`config.mk`:
```
export PLATFORM = sky130hd
export DESIGN_NAME = alu_exec
export DESIGN_NICKNAME = d
export VERILOG_FILES = /design/src/rtl/alu_pkg.sv /design/src/rtl/alu_addsub.sv /design/src/rtl/alu_shifter.sv /design/src/rtl/alu_exec.sv
export SDC_FILE = /design/constraint.sdc
export NUM_CORES = 1
export LEC_CHECK = 0
export BUFFER_PORTS_ARGS = -buffer_cell sky130_fd_sc_hd__buf_2
export CORE_ASPECT_RATIO = 2
export CORE_UTILIZATION = 48
export DETAILED_ROUTE_END_ITERATION = 7
export MAX_ROUTING_LAYER = met4
export PLACE_DENSITY = 0.69
export SYNTH_ARGS = -nofsm -noshare
export SYNTH_HDL_FRONTEND = slang
export SYNTH_SLANG_ARGS = --single-unit
```
`constraint.sdc`:
```
create_clock -name vclk -period 5.4
set_clock_uncertainty 0.05 [all_clocks]
set_input_delay 0 -clock vclk [all_inputs]
set_output_delay 0 -clock vclk [all_outputs]
set_load 0.02 [all_outputs]
```
`src/rtl/alu_pkg.sv`:
```
package alu_pkg;

    localparam int ALU_W    = 32;
    localparam int ALU_SH_W = $clog2(ALU_W);

    typedef enum logic [2:0] {
        OP_ADD  = 3'd0,
        OP_SUB  = 3'd1,
        OP_AND  = 3'd2,
        OP_OR   = 3'd3,
        OP_SLT  = 3'd4,
        OP_SLL  = 3'd5,
        OP_SRL  = 3'd6,
        OP_NONE = 3'd7
    } alu_op_e;

    // Subtract path is shared by SUB and the signed compare
    function automatic logic uses_subtract(alu_op_e op);
        return (op == OP_SUB) || (op == OP_SLT);
    endfunction

    function automatic logic is_shift(alu_op_e op);
        return (op == OP_SLL) || (op == OP_SRL);
    endfunction

endpackage

```
`src/rtl/alu_addsub.sv`:
```
module alu_addsub #(
    parameter int DATA_W = 32
) (
    input  logic              sub_en,
    input  logic [DATA_W-1:0] opnd_a,
    input  logic [DATA_W-1:0] opnd_b,
    output logic [DATA_W-1:0] sum,
    output logic              lt_signed
);
    localparam int MSB = DATA_W - 1;

    logic [DATA_W-1:0] b_eff;
    logic              ovf;

    always_comb begin
        b_eff = opnd_b ^ {DATA_W{sub_en}};
        sum   = opnd_a + b_eff + {{(DATA_W-1){1'b0}}, sub_en};
        // overflow: operands agree in sign, sum disagrees
        ovf   = (opnd_a[MSB] == b_eff[MSB]) && (sum[MSB] != opnd_a[MSB]);
        lt_signed = sum[MSB] ^ ovf;
    end
endmodule

```
`src/rtl/alu_shifter.sv`:
```
module alu_shifter #(
    parameter int DATA_W  = 32,
    parameter int SHAMT_W = 5,
    parameter bit LEFT    = 1'b1
) (
    input  logic [DATA_W-1:0]  din,
    input  logic [SHAMT_W-1:0] amount,
    output logic [DATA_W-1:0]  dout
);
    logic [DATA_W-1:0] stage [SHAMT_W+1];

    assign stage[0] = din;

    // log2 barrel: stage i moves by 2^i places when count bit i is set
    for (genvar i = 0; i < SHAMT_W; i++) begin : g_stage
        if (LEFT) begin : g_left
            assign stage[i+1] = amount[i] ? (stage[i] << (1 << i)) : stage[i];
        end else begin : g_right
            assign stage[i+1] = amount[i] ? (stage[i] >> (1 << i)) : stage[i];
        end
    end

    assign dout = stage[SHAMT_W];
endmodule

```
`src/rtl/alu_exec.sv`:
```
module alu_exec
    import alu_pkg::*;
#(
    parameter int DATA_W  = ALU_W,
    parameter int SHAMT_W = ALU_SH_W
) (
    input  logic [2:0]         op_sel,
    input  logic [DATA_W-1:0]  src_a,
    input  logic [DATA_W-1:0]  src_b,
    input  logic [SHAMT_W-1:0] shamt,
    output logic [DATA_W-1:0]  result,
    output logic               zero
);
    alu_op_e           op;
    logic [DATA_W-1:0] arith_sum;
    logic              arith_lt;
    logic [DATA_W-1:0] shl_out;
    logic [DATA_W-1:0] shr_out;

    assign op = alu_op_e'(op_sel);

    alu_addsub #(.DATA_W(DATA_W)) u_addsub (
        .sub_en    (uses_subtract(op)),
        .opnd_a    (src_a),
        .opnd_b    (src_b),
        .sum       (arith_sum),
        .lt_signed (arith_lt)
    );

    alu_shifter #(.DATA_W(DATA_W), .SHAMT_W(SHAMT_W), .LEFT(1'b1)) u_shl (
        .din    (src_b),
        .amount (shamt),
        .dout   (shl_out)
    );

    alu_shifter #(.DATA_W(DATA_W), .SHAMT_W(SHAMT_W), .LEFT(1'b0)) u_shr (
        .din    (src_b),
        .amount (shamt),
        .dout   (shr_out)
    );

    always_comb begin
        unique case (op)
            OP_ADD,
            OP_SUB:  result = arith_sum;
            OP_AND:  result = src_a & src_b;
            OP_OR:   result = src_a | src_b;
            OP_SLT:  result = {{(DATA_W-1){1'b0}}, arith_lt};
            OP_SLL:  result = shl_out;
            OP_SRL:  result = shr_out;
            default: result = '0;
        endcase
    end

    assign zero = (result == '0);
endmodule

```
==> results.cfg <==
[power]
pwr-share-clk_pct = 0
ir_worst_vdd_uv = 77.9
power.switching_fraction_pct = 64.7
power_frac_comb_pct = 100.0
p_leak_nw = 3.05
p_per_area_nw_per_um2 = 153
power.sequential.fraction_pct = 0
internal_power_mw = 0.400
netsw_mw = 0.733

[layout]
final-instance-count-excl-fill = 1193
nets = 1111
layout.cell_area.non_filler_sq_um = 7420
num_antenna_cells = 0
ff_latch_area_sq_um = 0
final.clkbuf_count = 0
flow.area_growth_from_synthesis_pct = 8.43
seq_cell_count = 0
drive_above_1_share_pct = 21.5

[placement]
placement.io_buffers = 105
finalWeightedCongestion = 1.10
place.detailed.instances = 1193
placedInstanceArea_sq_um = 7420
place.detailed.hpwl_um = 28600

[sta]
rsz0062_at_grt = no
timing.final.crit_period_ns = 4.88
timing.slew.headroom_pct = 37.6
report.final.hold_viol_count = 0
final.period_utilization_pct = 90.3
finalSetupViolations = 0
timing.setup.tns_ns = 0
max_freq_mhz = 205
slew_violations = 0
pin_slew_with_the_least_headroom_to_its_limit_ns = 0.928

[synthesis]
yosysMostFrequentCell = sky130_fd_sc_hd__nand2_1
gate_count_post_synth = 969
netlist_area_sq_um = 6840
synth.yosys.warnings = 0
number_of_distinct_standard_cells_referenced_by_the_synthesized_netlist = 80
synth_largest_type_area_fraction_pct = 9.51
yosys-top-cells-area = sky130_fd_sc_hd__mux2i_1 9.5%, sky130_fd_sc_hd__mux4_2 9.2%, sky130_fd_sc_hd__ha_1 5.9%
synth-seq-area-share_pct = 0
synth.net_count = 1074
area_leader_netlist = sky130_fd_sc_hd__mux2i_1
syn_avg_cell_area_sq_um = 7.06
post_synth_top_cells = 99 x sky130_fd_sc_hd__nand2_1, 84 x sky130_fd_sc_hd__nor2_1, 69 x sky130_fd_sc_hd__a21oi_1

[routing]
num_vias = 8853
drt_pass1_iterations = 5
final_antenna_net_count = 0
drtIter0Drc = 932
routed_wire_length_per_instance_um = 30.6
route.final.wire_length_um = 36500
routed_via_density = 7.42
drc_errors = 0

[global_routing]
grt_util_all_layers_pct = 51.0
grt_pass1_wl_um = 53700
initial_antenna_violation_count = 0
grt_pass1_vias = 8596
grt_start_max_net_pins = 52
globalRoute.totalOverflow = 0

[critical_path]
cp_data_arrival_time_ns = 4.83
critical_path_required_ns = 5.35
worstSetupStartpointType = input port
cp_max_fo = 51
endpoint_kind = output port
path_class = input port to output port

[hold_path]
hold_path_startpoint = src_a[22]
min-delay-path-class = input port to output port
timing.hold.worst_endpoint = result[22]
whs_path_depth = 6

[die]
core.rowCount = 61
die_width_um = 86.4
effective_utilization_at_floorplan_pct = 49.2
die_area_sq_um = 14800
vertical_extent_of_the_die_um = 171
io_pins = 105
coreArea_sq_um = 13900

[job]
drv_cap = 0

[outcome]
status = finished clean

[clock_tree]
postCtsSetupRepairBufs = 0
cts_hold_repair.buffers = 0
post_cts_resized = 0
==> cells in the final DEF, fill, tap and decap left out, types with 5 or more instances in the layout <==
| cell type | n |
|---|---|
| sky130_fd_sc_hd__a211oi_1 | 16 |
| sky130_fd_sc_hd__nand2b_1 | 13 |
| sky130_fd_sc_hd__nor3_1 | 22 |
| sky130_fd_sc_hd__mux2_2 | 30 |
| sky130_fd_sc_hd__o211ai_1 | 14 |
| sky130_fd_sc_hd__a21boi_0 | 5 |
| sky130_fd_sc_hd__a21o_1 | 14 |
| sky130_fd_sc_hd__maj3_1 | 23 |
| sky130_fd_sc_hd__nand4_1 | 14 |
| sky130_fd_sc_hd__buf_2 | 104 |
| sky130_fd_sc_hd__nor2b_1 | 16 |
| sky130_fd_sc_hd__a31oi_1 | 17 |
| sky130_fd_sc_hd__o311ai_0 | 6 |
| sky130_fd_sc_hd__o221ai_1 | 12 |
| sky130_fd_sc_hd__mux4_2 | 28 |
| sky130_fd_sc_hd__o21ai_0 | 57 |
| sky130_fd_sc_hd__ha_1 | 32 |
| sky130_fd_sc_hd__nand2_1 | 99 |
| sky130_fd_sc_hd__and3_1 | 10 |
| sky130_fd_sc_hd__buf_4 | 30 |
| sky130_fd_sc_hd__or3_1 | 6 |
| sky130_fd_sc_hd__xnor2_1 | 12 |
| sky130_fd_sc_hd__a21oi_1 | 69 |
| sky130_fd_sc_hd__mux2i_1 | 65 |
| sky130_fd_sc_hd__a221oi_1 | 8 |
| sky130_fd_sc_hd__o21a_1 | 11 |
| sky130_fd_sc_hd__inv_1 | 14 |
| sky130_fd_sc_hd__o22ai_1 | 14 |
| sky130_fd_sc_hd__nand3_1 | 24 |
| sky130_fd_sc_hd__nor4_1 | 7 |
| sky130_fd_sc_hd__a32oi_1 | 6 |
| sky130_fd_sc_hd__xor2_1 | 33 |
| sky130_fd_sc_hd__nor2_1 | 83 |
| sky130_fd_sc_hd__a22oi_1 | 6 |
| sky130_fd_sc_hd__or2_2 | 6 |
==> cell type report <==
cell class | count | area, sq um
repair buffers | 134 | 746
well taps | 189 | 236
fillers | 1470 | 6470
inverters | 15 | 56.3
multi-input cells | 855 | 6380
==> power groups by stage <==
stage | registers (mW) | logic, mW | clock network, mW
5_1_grt | 0 | 1.19 | 0
3_5_place_dp | 0 | 1.09 | 0
2_1_floorplan | 0 | 0.736 | 0
4_1_cts | 0 | 1.09 | 0
6_report | 0 | 1.13 | 0
3_3_place_gp | 0 | 1.09 | 0
==> worst max-delay path, stage by stage <==
cell and delay, ns:
sky130_fd_sc_hd__buf_4 0.60, sky130_fd_sc_hd__buf_4 0.38, sky130_fd_sc_hd__mux2_2 0.37, sky130_fd_sc_hd__a222oi_1 0.72, sky130_fd_sc_hd__a21o_1 0.38, sky130_fd_sc_hd__nand2b_1 0.16
sky130_fd_sc_hd__nand4_1 0.15, sky130_fd_sc_hd__or4_1 0.56, sky130_fd_sc_hd__or4_1 0.48, sky130_fd_sc_hd__nor4_1 0.29, sky130_fd_sc_hd__nand4_1 0.17, sky130_fd_sc_hd__nor4_2 0.17
sky130_fd_sc_hd__and4b_1 0.21, sky130_fd_sc_hd__buf_2 0.16
==> worst max-delay path by stage <==
| stage | slack, ns | depth (start not counted) | to | startpoint |
|---|---|---|---|---|
| 2_1_floorplan | 0.65 | 17 | zero | op_sel[1] |
| 3_3_place_gp | 0.74 | 18 | zero | op_sel[0] |
| 3_5_place_dp | 0.72 | 18 | zero | op_sel[0] |
| 4_1_cts | 0.69 | 18 | zero | op_sel[0] |
| 5_1_grt | 0.29 | 18 | zero | op_sel[0] |
| 6_report | 0.52 | 14 | zero | shamt[0] |
==> cell families (layout without fill, tap and decap cells) <==
family	Yosys count	count (layout)	share of synthesized area [%]
muxes	127	127	24.7
adders and majority gates	56	56	9.51
buffers and inverters	114	149	7.17
xor gates and xnor gates	45	45	5.76
and+or+nand+nor	326	326	23.2
AOI/OAI and AO/OA	301	301	29.7
==> through the flow <==
| stage | util (%) | setup WS (ns) | power (mW) | hold WS (ns) |
|---|---|---|---|---|
| final | 53.4 | 0.525 | 1.13 | 0.562 |
| after global routing | 53.4 | 0.293 | 1.19 | 0.663 |
| after CTS | 53.4 | 0.686 | 1.09 | 0.568 |
| after detailed placement | 53.4 | 0.717 | 1.09 | 0.570 |
| after global placement | 53.4 | 0.744 | 1.09 | 0.564 |
| after floorplan | - | 0.651 | 0.736 | 0.280 |
==> routing by layer <==
metal	vias to the layer above	wire length [um]	track usage, %
met5	-	0	-
met4	0	4610	45.9
met3	249	3240	12.0
met2	639	17000	82.4
met1	4172	11700	50.2
li1	3793	-	-
Power figures use the tool's default switching activity.
